**config.mk**
```make
export PLATFORM = sky130hd
export DESIGN_NAME = vlen_csr_bank
export DESIGN_NICKNAME = d
export VERILOG_FILES = /design/src/rtl/vlbank_pkg.sv /design/src/rtl/vlen_next_state.sv /design/src/rtl/vlen_bank_reg.sv /design/src/rtl/vlen_read_view.sv /design/src/rtl/vlen_csr_bank.sv
export SDC_FILE = /design/constraint.sdc
export NUM_CORES = 1
export LEC_CHECK = 0
export BUFFER_PORTS_ARGS = -buffer_cell sky130_fd_sc_hd__buf_2
export CORE_AREA = 2 2 107 109
export DETAILED_ROUTE_END_ITERATION = 6
export DIE_AREA = 0 0 109 111
export GPL_ROUTABILITY_DRIVEN = 0
export PLACE_DENSITY_LB_ADDON = 0.08
export SETUP_SLACK_MARGIN = 0.05
export SLEW_MARGIN = 20
export SYNTH_ARGS = -nofsm -noshare
export SYNTH_HDL_FRONTEND = slang
export SYNTH_SLANG_ARGS = --single-unit
```
**constraint.sdc**
```tcl
create_clock -name clk -period 5.45 [get_ports clk]
set_input_delay 1.09 -clock clk [delete_from_list [all_inputs] [get_ports clk]]
set_output_delay 1.09 -clock clk [all_outputs]
set_load 0.05 [all_outputs]
```
**src/rtl/vlbank_pkg.sv**
```systemverilog
package vlbank_pkg;

    localparam int VL_LIMIT   = 64;
    localparam int VL_LEN_W   = $clog2(VL_LIMIT + 1);
    localparam int VL_FIELD_W = $clog2(VL_LIMIT);
    localparam int VL_BANKS   = 3;
    localparam int VL_BANK_W  = $clog2(VL_BANKS);

    // packed register field positions (software-visible layout)
    localparam int PK_MAX_LSB = 0;
    localparam int PK_LEN_LSB = PK_MAX_LSB + VL_FIELD_W;
    localparam int PK_SRC_LSB = PK_LEN_LSB + VL_FIELD_W;
    localparam int PK_DST_LSB = PK_SRC_LSB + VL_FIELD_W;
    localparam int PK_USED_W  = PK_DST_LSB + VL_FIELD_W;

    typedef enum logic [1:0] {
        PRIV_USER  = 2'd0,
        PRIV_SUPER = 2'd1,
        PRIV_RSVD  = 2'd2,
        PRIV_MACH  = 2'd3
    } vl_priv_e;

    typedef enum logic [1:0] {
        SEL_BOUND  = 2'd0,
        SEL_LENGTH = 2'd1,
        SEL_PACKED = 2'd2,
        SEL_NONE   = 2'd3
    } vl_sel_e;

    typedef struct packed {
        logic [VL_LEN_W-1:0]   maxlen;
        logic [VL_LEN_W-1:0]   len;
        logic [VL_FIELD_W-1:0] src_off;
        logic [VL_FIELD_W-1:0] dst_off;
    } vl_state_t;

    localparam vl_state_t VL_RESET_STATE = '{
        maxlen:  VL_LEN_W'(VL_LIMIT),
        len:     VL_LEN_W'(VL_LIMIT),
        src_off: '0,
        dst_off: '0
    };

    localparam logic [VL_BANK_W-1:0] BANK_M = VL_BANK_W'(0);
    localparam logic [VL_BANK_W-1:0] BANK_S = VL_BANK_W'(1);
    localparam logic [VL_BANK_W-1:0] BANK_U = VL_BANK_W'(2);

    function automatic logic [VL_BANK_W-1:0] bank_of(input logic [1:0] p);
        case (vl_priv_e'(p))
            PRIV_MACH:  return BANK_M;
            PRIV_SUPER: return BANK_S;
            default:    return BANK_U;
        endcase
    endfunction

    function automatic logic [VL_LEN_W-1:0] min_len(input logic [VL_LEN_W-1:0] a,
                                                    input logic [VL_LEN_W-1:0] b);
        return (a < b) ? a : b;
    endfunction

endpackage

```
**src/rtl/vlen_next_state.sv**
```systemverilog
module vlen_next_state
    import vlbank_pkg::*;
#(
    parameter int XLEN = 32
) (
    input  vl_state_t         cur,
    input  logic [1:0]        sel,
    input  logic [XLEN-1:0]   wdata,
    output vl_state_t         nxt
);
    localparam logic [XLEN-1:0] LIMIT_X = XLEN'(VL_LIMIT);

    logic [VL_LEN_W-1:0]   bound_clamped;
    logic [VL_LEN_W-1:0]   len_clamped;
    logic [VL_LEN_W-1:0]   pk_bound;
    logic [VL_LEN_W-1:0]   pk_len_req;
    logic [VL_LEN_W-1:0]   pk_len;
    logic [VL_LEN_W-1:0]   pk_off_lim;
    logic [VL_FIELD_W-1:0] pk_src_f;
    logic [VL_FIELD_W-1:0] pk_dst_f;
    logic [VL_FIELD_W-1:0] pk_src;
    logic [VL_FIELD_W-1:0] pk_dst;

    always_comb begin
        bound_clamped = (wdata > LIMIT_X) ? VL_LEN_W'(VL_LIMIT) : wdata[VL_LEN_W-1:0];
        len_clamped   = (wdata > XLEN'(cur.maxlen)) ? cur.maxlen : wdata[VL_LEN_W-1:0];

        // packed: bound first, then length against the new bound, then offsets
        pk_bound   = {1'b0, wdata[PK_MAX_LSB +: VL_FIELD_W]} + VL_LEN_W'(1);
        pk_len_req = {1'b0, wdata[PK_LEN_LSB +: VL_FIELD_W]} + VL_LEN_W'(1);
        pk_len     = min_len(pk_len_req, pk_bound);
        pk_off_lim = pk_len - VL_LEN_W'(1);
        pk_src_f   = wdata[PK_SRC_LSB +: VL_FIELD_W];
        pk_dst_f   = wdata[PK_DST_LSB +: VL_FIELD_W];
        pk_src     = ({1'b0, pk_src_f} > pk_off_lim) ? pk_off_lim[VL_FIELD_W-1:0] : pk_src_f;
        pk_dst     = ({1'b0, pk_dst_f} > pk_off_lim) ? pk_off_lim[VL_FIELD_W-1:0] : pk_dst_f;

        nxt = cur;
        case (vl_sel_e'(sel))
            SEL_BOUND:  nxt.maxlen = bound_clamped;
            SEL_LENGTH: nxt.len    = len_clamped;
            SEL_PACKED: begin
                nxt.maxlen  = pk_bound;
                nxt.len     = pk_len;
                nxt.src_off = pk_src;
                nxt.dst_off = pk_dst;
            end
            default:    nxt = cur;
        endcase
    end
endmodule

```
**src/rtl/vlen_bank_reg.sv**
```systemverilog
module vlen_bank_reg
    import vlbank_pkg::*;
(
    input  logic      clk,
    input  logic      rst,
    input  logic      load,
    input  vl_state_t d,
    output vl_state_t q
);
    always_ff @(posedge clk) begin
        if (rst)
            q <= VL_RESET_STATE;
        else if (load)
            q <= d;
    end
endmodule

```
**src/rtl/vlen_read_view.sv**
```systemverilog
module vlen_read_view
    import vlbank_pkg::*;
#(
    parameter int XLEN = 32
) (
    input  vl_state_t       st,
    input  logic [1:0]      sel,
    output logic [XLEN-1:0] rdata
);
    logic [VL_LEN_W-1:0]  max_m1;
    logic [VL_LEN_W-1:0]  len_m1;
    logic [PK_USED_W-1:0] packed_img;

    always_comb begin
        max_m1     = st.maxlen - VL_LEN_W'(1);
        len_m1     = st.len - VL_LEN_W'(1);
        packed_img = '0;
        packed_img[PK_MAX_LSB +: VL_FIELD_W] = max_m1[VL_FIELD_W-1:0];
        packed_img[PK_LEN_LSB +: VL_FIELD_W] = len_m1[VL_FIELD_W-1:0];
        packed_img[PK_SRC_LSB +: VL_FIELD_W] = st.src_off;
        packed_img[PK_DST_LSB +: VL_FIELD_W] = st.dst_off;
        case (vl_sel_e'(sel))
            SEL_BOUND:  rdata = XLEN'(st.maxlen);
            SEL_LENGTH: rdata = XLEN'(st.len);
            SEL_PACKED: rdata = XLEN'(packed_img);
            default:    rdata = '0;
        endcase
    end
endmodule

```
**src/rtl/vlen_csr_bank.sv**
```systemverilog
module vlen_csr_bank
    import vlbank_pkg::*;
#(
    parameter int XLEN = 32
) (
    input  logic                  clk,
    input  logic                  rst,
    input  logic [1:0]            priv,
    input  logic                  csr_we,
    input  logic [1:0]            csr_sel,
    input  logic [XLEN-1:0]       csr_wdata,
    output logic [XLEN-1:0]       csr_rdata,
    output logic [VL_LEN_W-1:0]   act_maxlen,
    output logic [VL_LEN_W-1:0]   act_len,
    output logic [VL_FIELD_W-1:0] act_src_off,
    output logic [VL_FIELD_W-1:0] act_dst_off,
    output logic                  loop_stop
);
    logic [VL_BANK_W-1:0] cur_bank;
    vl_state_t            bank_q [VL_BANKS];
    vl_state_t            active;
    vl_state_t            active_nxt;

    assign cur_bank = bank_of(priv);

    always_comb begin
        active = bank_q[0];
        for (int i = 0; i < VL_BANKS; i++)
            if (cur_bank == VL_BANK_W'(i))
                active = bank_q[i];
    end

    vlen_next_state #(.XLEN(XLEN)) u_next (
        .cur   (active),
        .sel   (csr_sel),
        .wdata (csr_wdata),
        .nxt   (active_nxt)
    );

    for (genvar b = 0; b < VL_BANKS; b++) begin : g_bank
        logic hit;
        assign hit = csr_we && (cur_bank == VL_BANK_W'(b)) &&
                     (vl_sel_e'(csr_sel) != SEL_NONE);
        vlen_bank_reg u_reg (
            .clk  (clk),
            .rst  (rst),
            .load (hit),
            .d    (active_nxt),
            .q    (bank_q[b])
        );
    end

    vlen_read_view #(.XLEN(XLEN)) u_view (
        .st    (active),
        .sel   (csr_sel),
        .rdata (csr_rdata)
    );

    assign act_maxlen  = active.maxlen;
    assign act_len     = active.len;
    assign act_src_off = active.src_off;
    assign act_dst_off = active.dst_off;
    assign loop_stop   = (active.len == '0);
endmodule

```
Word-level counts from Yosys, hierarchy flattened
Cells that the tools add are included.
{ "word_totals": {"ff_bits": 78, "in_bits": 39, "out_inout_bits": 59, "wordCells": 50} }
{ "op_classes": {"n_addsub": 5, "n_lt_le_gt_ge": 5, "eq_ne": 7, "muxes": 12, "n_reduce_logical": 9} }
{ "op_table": {"columns": ["operator", "n"], "rows": [
  ["$pmux W24 S3", 1],
  ["$mux W26", 2],
  ["$gt A32 B7 Y1", 1],
  ["$gt A32 B7 Y1 const B", 1],
  ["$pmux W7 S2", 2],
  ["$mux W7", 3],
  ["$add A6 B1 Y7 const B", 2],
  ["$gt A6 B7 Y1", 2],
  ["$mux W12", 1],
  ["$mux W6", 2],
  ["$sub A6 B1 Y6 const B", 2],
  ["$logic_not A7 Y1", 1],
  ["$lt A7 B7 Y1", 1],
  ["$sub A7 B1 Y7 const B", 1],
  ["$eq A2 B1 Y1 const B", 3],
  ["$eq A2 B2 Y1 const B", 3],
  ["$logic_and A1 B1 Y1", 6],
  ["$logic_not A2 Y1", 2],
  ["$pmux W2 S2", 1],
  ["$ne A2 B2 Y1 const B", 1]
]} }

Logic depth before layout (Yosys ltp)
Gate-level depths: netlist (run 1).
{ "depth": {"word_depth": 8, "ltp_mapped": 24, "mapped_depth_nobuf": 22} }

Modules after synthesis
From an unflattened synthesis (run 1), not the netlist that was laid out.
{ "unflattened": {"hier_cells": 739, "area_unflattened_um2": 6108.4} }
{ "modules_own_cells": {"columns": ["module", "instances", "cells_per_inst", "area_each_um2", "seq_area_each_um2"], "rows": [
  ["vlen_bank_reg", 3, 84, 945.9, 520.5],
  ["vlen_next_state", 1, 317, 2194.6, 0.0],
  ["vlen_csr_bank", 1, 94, 579.3, 0.0],
  ["vlen_read_view", 1, 76, 496.7, 0.0]
]} }

Worst setup path after synthesis (run 1)
OpenSTA, ideal clock, no wires.
{ "synth_path": {"path_type": "input port to flip-flop", "from": "input csr_wdata[0]", "to": "register g_bank[0].u_reg.q[2] (netlist bit)", "setup_ps": 91, "t_arrival_ps": 5551, "required_time_ps": 5359, "setup_slack_ps": -192, "path_stages": 21, "path_buffers": 1, "path_cell_list": "ha_1 -> xnor2_1 -> ha_1 -> o21ai_0 -> o21bai_1 -> a221o_1 -> a21oi_4 -> clkbuf_1 -> nor2_1 -> a21oi_1 -> ha_1 -> nor2b_1 -> o21ai_0 -> nand2b_1 -> a21oi_1 -> a41oi_1 -> a2111oi_0 -> a211oi_1 -> a21boi_4 -> mux2_4 -> a311oi_1"} }
{ "synth_via": {"elab_chain_cells": 7} }
{ "synth_rtl": {"columns": ["item", "line", "text"], "rows": [
  ["from (decl)", "vlen_csr_bank.sv:11", "input logic [XLEN-1:0] csr_wdata,"],
  ["$add A6 B1 Y7 (*)", "vlen_next_state.sv:29", "pk_bound = {1'b0, wdata[PK_MAX_LSB +: VL_FIELD_W]} + VL_LEN_W'(1);"],
  ["$lt A7 B7 Y1", "vlbank_pkg.sv:58", "return (a < b) ? a : b;"],
  ["$mux W7 (*)", "vlbank_pkg.sv:58", null],
  ["$sub A7 B1 Y7 (*)", "vlen_next_state.sv:32", "pk_off_lim = pk_len - VL_LEN_W'(1);"],
  ["$gt A6 B7 Y1", "vlen_next_state.sv:36", "pk_dst = ({1'b0, pk_dst_f} > pk_off_lim) ? pk_off_lim[VL_FIELD_W-1:0] : pk_dst_f;"],
  ["$mux W6 (*)", "vlen_next_state.sv:36", null],
  ["$mux W12 (*)", "vlen_next_state.sv:39", "case (vl_sel_e'(sel))"],
  ["to (signal assigned)", "vlen_bank_reg.sv:12", "q <= VL_RESET_STATE;"],
  ["to (signal assigned)", "vlen_bank_reg.sv:14", "q <= d;"],
  ["to (decl)", "vlen_bank_reg.sv:8", "output vl_state_t q"]
]} }
Every way passes the cells marked *; elsewhere a longest branch is shown, timed or not.
A chain may end at the register's enable or synchronous reset.

Final worst setup path (run 1)
{ "layout_path": {"from": "input csr_wdata[0]", "to": "register g_bank[2].u_reg.q[2] (netlist bit)"} }
{ "layout_via": {"elab_chain_cells": 7} }
{ "layout_rtl": {"columns": ["item", "line"], "rows": [
  ["$add A6 B1 Y7 (*)", "vlen_next_state.sv:29"],
  ["$lt A7 B7 Y1", "vlbank_pkg.sv:58"],
  ["$mux W7 (*)", "vlbank_pkg.sv:58"],
  ["$sub A7 B1 Y7 (*)", "vlen_next_state.sv:32"],
  ["$gt A6 B7 Y1", "vlen_next_state.sv:36"],
  ["$mux W6 (*)", "vlen_next_state.sv:36"],
  ["$mux W12 (*)", "vlen_next_state.sv:39"],
  ["to (signal assigned)", "vlen_bank_reg.sv:12"],
  ["to (signal assigned)", "vlen_bank_reg.sv:14"],
  ["to (decl)", "vlen_bank_reg.sv:8"]
]} }
Marked as above.

==> flow_summary.yaml, run 1 <==
logic_synthesis:
  ys_top_cells_by_count: "nor2_1 (110), nand2_1 (86), dfxtp_1 (78)"
  synth_most_common_cell: "nor2_1"
  synth-edff-count: 0
  yosys-top-cells-area: "dfxtp_1 (28%), nor2_1 (7.4%), ha_1 (7.1%), mux2i_1 (6.2%), nand2_1 (5.8%)"
  synth-async-reset-ratio: 0
  yosysUniqueCellTypes: 63
  syn-mean-instance-area_um2: 7.54
  synth_flop_cell: "dfxtp_1"
  synth_top_area_frac: 0.278
  yosysWarnings: 0
  yosys_register_bits: 78
  synthesis.area_um2: 5610
  netlist_instances: 744
  synth.yosys.seq_area_share: 0.278
  yosys.area.top_type: "dfxtp_1"
timing:
  hold_violations: 0
  fin_crit_ns: 5.15
  rsz0062_at_grt: "false"
  skew_ns: 0.00462
  fmax_mhz: 194
  worstMarginPinSlew_ns: 1.10
  setup_viol: 0
  timing.final.ws_setup_ns: 0.301
  fin_tns_setup_ns: 0
  report.final.slew_viol_count: 0
  slew_headroom: 0.256
  fin_crit_sh: 0.945
  holdWs_ns: 0.456
clock_network:
  cts_hold_buf: 0
  cts_made_buffers: 9
  cts.sinks: 78
  h-tree-depth: 3
  path_clk_slew_ns: 0.06
  root_buffer: "clkbuf_16"
  cts_tree: "built"
  cts_max_path_buffers: 2
  clk_latency_ns: 0.33
grt:
  grt_max_degree: 65
  grt_pass1_vias: 5296
  gr-total-overflow: 0
  grtUsageTotal: 0.291
  grt_antenna_before_repair: 0
  grt_pass1_wl_mm: 27.9
drt:
  via_count: 5911
  drc: 0
  vias_per_cell: 5.91
  drt-initial-drc-count: 532
  wl_per_cell_um: 17.6
  first_pass_iters: 5
  routed_wl_mm: 17.6
  drtAntennaViolNets: 0
finish:
  area_growth_pct: 24.9
  regMostFlops: "g_bank.u_reg.q"
  fill_cells: 981
  layout-drive-gt1-share: 0.245
  final_util: 0.632
  reg.largest.list: "g_bank.u_reg.q x78"
  final_nets: 923
  largest_reg_flops: 78
  n_antenna_cell: 0
power_and_ir_drop:
  ir_worst_vdd_uv: 193
  power_density_nw_per_um2: 289
  power_leakage_nw: 3.01
  p_total_mw: 2.02
hold_path:
  min_path_type: "reg2reg"
floorplan:
  die_area_um2: 12100
  rows: 39
  io_pins: 98
  die_h_um: 111
  fp.dieW_um: 109
  initial_core_util: 0.506
  core_um2: 11100
place:
  place_hpwl_mm: 13.0
  place_ws_ns: -0.277
  port_buffers: 89
setup_path:
  cp.required_ns: 5.69
  cp_data_arrival_time_ns: 5.39
  path_class: "in2reg"
  path_max_fanout: 6
  r2r_slack_ns: 2.05
  startpoint_type: "input port"
  worst_setup_path_end_kind: "flop"
status:
  status: "complete, no violations"
flow_run:
  maxCapViolCount: 0
cell families after synthesis:
family	Yosys count	synth area share
AO/OA/AOI/OAI	195	0.243
XOR/XNOR	24	0.0375
adder cells (fa/ha/maj)	33	0.0732
buffers and inverters	92	0.0674
flip-flops	78	0.278
multiplexers	42	0.0785
other	1	0.000669
AND/OR/NAND/NOR	279	0.221
layout make-up:
cell class	instances	area, um^2	area share
Multi-Input combinational cell	581	3890	0.556
Sequential cell	78	1560	0.223
Timing Repair Buffer	145	872	0.125
Clock buffer	11	253	0.0361
Tap cell	143	179	0.0256
Inverter	37	139	0.0198
Clock inverter	5	105	0.0150
cell usage in the layout, fill, tap and decap left out, types with 7 or more instances in the layout:
cell	instances
dfxtp_1	78
nor2_1	108
nor3_1	9
nor4_1	7
nand2b_1	8
nor2b_1	9
ha_1	27
a21oi_1	52
conb_1	8
xnor2_1	15
a211oi_1	29
buf_4	56
buf_2	88
a311oi_1	9
inv_1	33
clkbuf_16	9
nand3_1	26
o31ai_1	7
mux2i_1	34
o21ai_0	21
a31oi_1	7
a222oi_1	9
nand2_1	86
worst paths after layout:
check	from	endpoint	depth (start not counted)
worst max-delay path	csr_wdata[0]	g_bank[2].u_reg.q[2]	23
worst min-delay path	g_bank[1].u_reg.q[14]	g_bank[1].u_reg.q[14]	2
worst max register to register	g_bank[1].u_reg.q[20]	g_bank[0].u_reg.q[14]	16
worst min register to register	g_bank[1].u_reg.q[14]	g_bank[1].u_reg.q[14]	2
repair_timing:
item                       in CTS  in global routing
buffers inserted                0                  5
gates resized for setup         0                 30
setup endpoints to repair       0                 30
metal layers:
metal	part of all wire	track usage	up-vias
met5	0	0	-
met4	0.017	0.0726	0
met3	0.073	0.0259	22
met2	0.46	0.452	256
met1	0.45	0.430	2759
li1	-	-	2874
power breakdown:
part	leakage [nW]	internal [mW]	total, mW	switching (mW)
combinational	2.21	0.258	0.708	0.451
clock	0.168	0.472	0.705	0.233
sequential	0.635	0.596	0.609	0.0123
metrics by stage:
step                std cells  instance area [um^2]
CTS                       995                  6810
detailed placement        979                  6450
global placement          979                  6450
global route             1000                  7000
finish                   1000                  7000
floorplan                 751                  5690
worst max-delay path: stages:
cell      delay [ns]
buf_2           0.12
inv_2           0.06
ha_4            0.26
inv_1           0.05
ha_1            0.28
a211oi_2        0.17
o21bai_1        0.09
a221o_1         0.34
a21oi_4         0.26
nor2_2          0.06
a21oi_2         0.19
ha_1            0.28
nor2b_1         0.14
o21ai_1         0.12
nand2b_1        0.09
a21oi_2         0.17
a41oi_4         0.07
o211ai_1        0.21
nand2_1         0.10
a311o_1         0.39
a21boi_4        0.23
mux2_4          0.34
a311oi_2        0.27
Note: power is estimated with default switching activity, not from simulation.
==> run 2: changes to the inputs <==
Settings changed: CORE_AREA 2 2 107 109 to 2 2 112 114, DIE_AREA 0 0 109 111 to 0 0 114 116, PLACE_DENSITY_LB_ADDON 0.08 to 0.25, SYNTH_HIERARCHICAL from default to 1.
==> run 2 against run 1 <==
Non-clock buffer count fell by 20. Wire length decreased by 2.8%. Clock skew up 0.0040 ns. Sequential share of layout area grew 0.068 points. Clock power is 15% lower. Core utilization down 4.6 points.
==> flow_summary.yaml, run 2 <==
drt:
  via_count: 5739
  wl_met2_mm: 7.98
  routed_wl_mm: 17.1
  met1_length_mm: 7.71
  first_pass_iters: 5
  met3_length_um: 894
  top_layer: "met4"
  drc: 0
  vias_per_cell: 5.87
  drtAntennaViolNets: 0
  wl_per_cell_um: 17.4
  drt-initial-drc-count: 456
timing:
  fmax_mhz: 196
  rsz0062_at_grt: "false"
  skew_ns: 0.00865
  worstMarginPinSlew_ns: 0.907
  fin_crit_sh: 0.938
  fin_crit_ns: 5.11
  hold_violations: 0
  setup_viol: 0
  slew_headroom: 0.395
  timing.final.ws_setup_ns: 0.336
  report.final.slew_viol_count: 0
hold_path:
  hp-start: "g_bank[2].u_reg/q[11]"
  min_path_type: "reg2reg"
clock_network:
  root_buffer: "clkbuf_16"
  path_clk_slew_ns: 0.06
  cts.sinks: 78
  cts_tree: "built"
  clk_latency_ns: 0.34
  cts_hold_buf: 0
  h-tree-depth: 3
  cts_made_buffers: 9
  cts_max_path_buffers: 2
finish:
  regMostFlops: "g_bank.u_reg/q"
  area_growth_pct: 14.3
  n_antenna_cell: 0
  layout-drive-gt1-share: 0.214
  final_nets: 894
  mostFrequentLayoutCells: "nor2_1 (126), mux2i_1 (111), buf_2 (89)"
  final_common_cell: "nor2_1"
  reg.largest.list: "g_bank.u_reg/q x78"
  fill_cells: 1109
  final_util: 0.586
  largest_reg_flops: 78
floorplan:
  rows: 40
  die_area_um2: 13200
  core_um2: 11900
  io_pins: 98
  fp.dieW_um: 114
  die_h_um: 116
  initial_core_util: 0.513
logic_synthesis:
  synth-edff-count: 0
  yosysUniqueCellTypes: 75
  synth.yosys.seq_area_share: 0.256
  yosysWarnings: 6
  netlist_instances: 739
  synth-async-reset-ratio: 0
  ys_top_cells_by_count: "nor2_1 (127), mux2i_1 (112), dfxtp_1 (78)"
  yosys-top-cells-area: "dfxtp_1 (26%), mux2i_1 (18%), nor2_1 (7.8%), ha_1 (5.9%), a21oi_1 (3.5%)"
  yosys_register_bits: 78
  syn-mean-instance-area_um2: 8.27
  yosys.area.top_type: "dfxtp_1"
  synthesis.area_um2: 6110
  synth_top_area_frac: 0.256
  synth_most_common_cell: "nor2_1"
  synth_flop_cell: "dfxtp_1"
setup_path:
  cp_data_arrival_time_ns: 5.30
  reg2reg_to: "g_bank[0].u_reg/q[13]"
  r2r_start: "g_bank[0].u_reg/q[20]"
  crit_end: "g_bank[0].u_reg/q[4]"
  crit_start: "csr_wdata[6]"
  path_class: "in2reg"
  cp.required_ns: 5.64
  startpoint_type: "input port"
  r2r_slack_ns: 1.54
  r2r_cells: 16
  worst_setup_path_end_kind: "flop"
  path_max_fanout: 8
place:
  port_buffers: 89
  place_hpwl_mm: 12.9
  place_ws_ns: -0.152
power_and_ir_drop:
  ir_worst_vdd_uv: 138
  power_density_nw_per_um2: 263
  power_leakage_nw: 3.00
grt:
  grt_pass1_wl_mm: 27.0
  grt_antenna_before_repair: 0
  grt_max_degree: 79
  gr-total-overflow: 0
  grtUsageTotal: 0.258
  grt_pass1_vias: 5318
status:
  status: "complete, no violations"
flow_run:
  maxCapViolCount: 0
## run 2: changes by cell type in the layout (fill, tap and decap cells not counted), moves of 9 or more
cell      previous run  this run
nor2_1             108       126
and2_1               0        16
a21oi_1             52        40
a211oi_1            29         1
a222oi_1             9         0
buf_4               56        36
mux2i_1             34       111
nand2_1             86        37
nand3_1             26         7
and3_1               1        10
a311oi_1             9         0
## run 2: per-stage QoR
step | area (um^2) | instances | hold WS (ns) | total power [mW] | TNS (ns)
6_report | 6980 | 978 | 0.495 | 1.84 | 0
5_1_grt | 6980 | 978 | 0.521 | 1.93 | 0
4_1_cts | 6930 | 977 | 0.496 | 1.83 | 0
3_5_place_dp | 6630 | 961 | 0.480 | 1.23 | -1.15
3_3_place_gp | 6630 | 961 | 0.472 | 1.21 | 0
2_1_floorplan | 6150 | 746 | 0.460 | 1.07 | 0
## run 2: report_power, final
part / internal (mW) / total (mW) / switching [mW]
sequential: 0.590 / 0.600 / 0.00963
combinational: 0.229 / 0.636 / 0.407
clock: 0.367 / 0.601 / 0.234
total: 1.19 / 1.84 / 0.651
## run 2: worst max-delay path, stage by stage
cell      delay, ns
buf_2          0.09
buf_4          0.15
inv_1          0.06
ha_1           0.31
ha_1           0.29
nand2_1        0.06
o21ai_1        0.07
a221oi_2       0.33
o311ai_4       0.16
buf_4          0.18
nor3_1         0.16
a31oi_1        0.08
xor2_1         0.19
buf_4          0.16
ha_1           0.22
and2_1         0.20
a221o_1        0.30
a31o_1         0.26
a211oi_4       0.31
nor4_1         0.09
a221o_1        0.33
mux2i_1        0.15
nor2_1         0.06
## run 2: cell type report
cell class              instances  area [um^2]  area share
inverters                      28          105      0.0151
repair buffers                125          716       0.103
well taps                     147          184      0.0263
multi-input cells             584         4110       0.589
clock buffers                  11          243      0.0348
flip-flops and latches         78         1560       0.224
clock inverters                 5         58.8     0.00842
## run 2: metal layers
layer,up-vias,track usage
li1,2775,-
met1,2739,0.352
met2,186,0.414
met3,39,0.0465
met4,0,0.0854
met5,-,0
## run 2: cells by family (layout without fill, tap and decap cells)
logic type	after synthesis	after routing	share of synthesized area
AO/OA/AOI/OAI	151	151	0.167
adder cells (fa/ha/maj)	30	30	0.0610
XOR/XNOR	19	19	0.0307
AND/OR/NAND/NOR	259	259	0.205
multiplexers	117	117	0.193
other	1	8	0.000614
flip-flops	78	78	0.256
buffers and inverters	84	169	0.0866
## run 2: how the worst min path moves through the flow
stage                                 end  slack [ns]  depth (start not counted)
finish              g_bank[2].u_reg/q[11]        0.50                          2
global route        g_bank[1].u_reg/q[12]        0.52                          2
CTS                  g_bank[1].u_reg/q[3]        0.50                          2
detailed placement   g_bank[1].u_reg/q[4]        0.48                          2
global placement    g_bank[1].u_reg/q[10]        0.47                          2
floorplan            g_bank[1].u_reg/q[0]        0.46                          2
## run 2: timing repair
item                                    CTS  global route
gates resized for setup                   0            12
endpoints found under the setup margin    0            30
setup buffers                             0             1
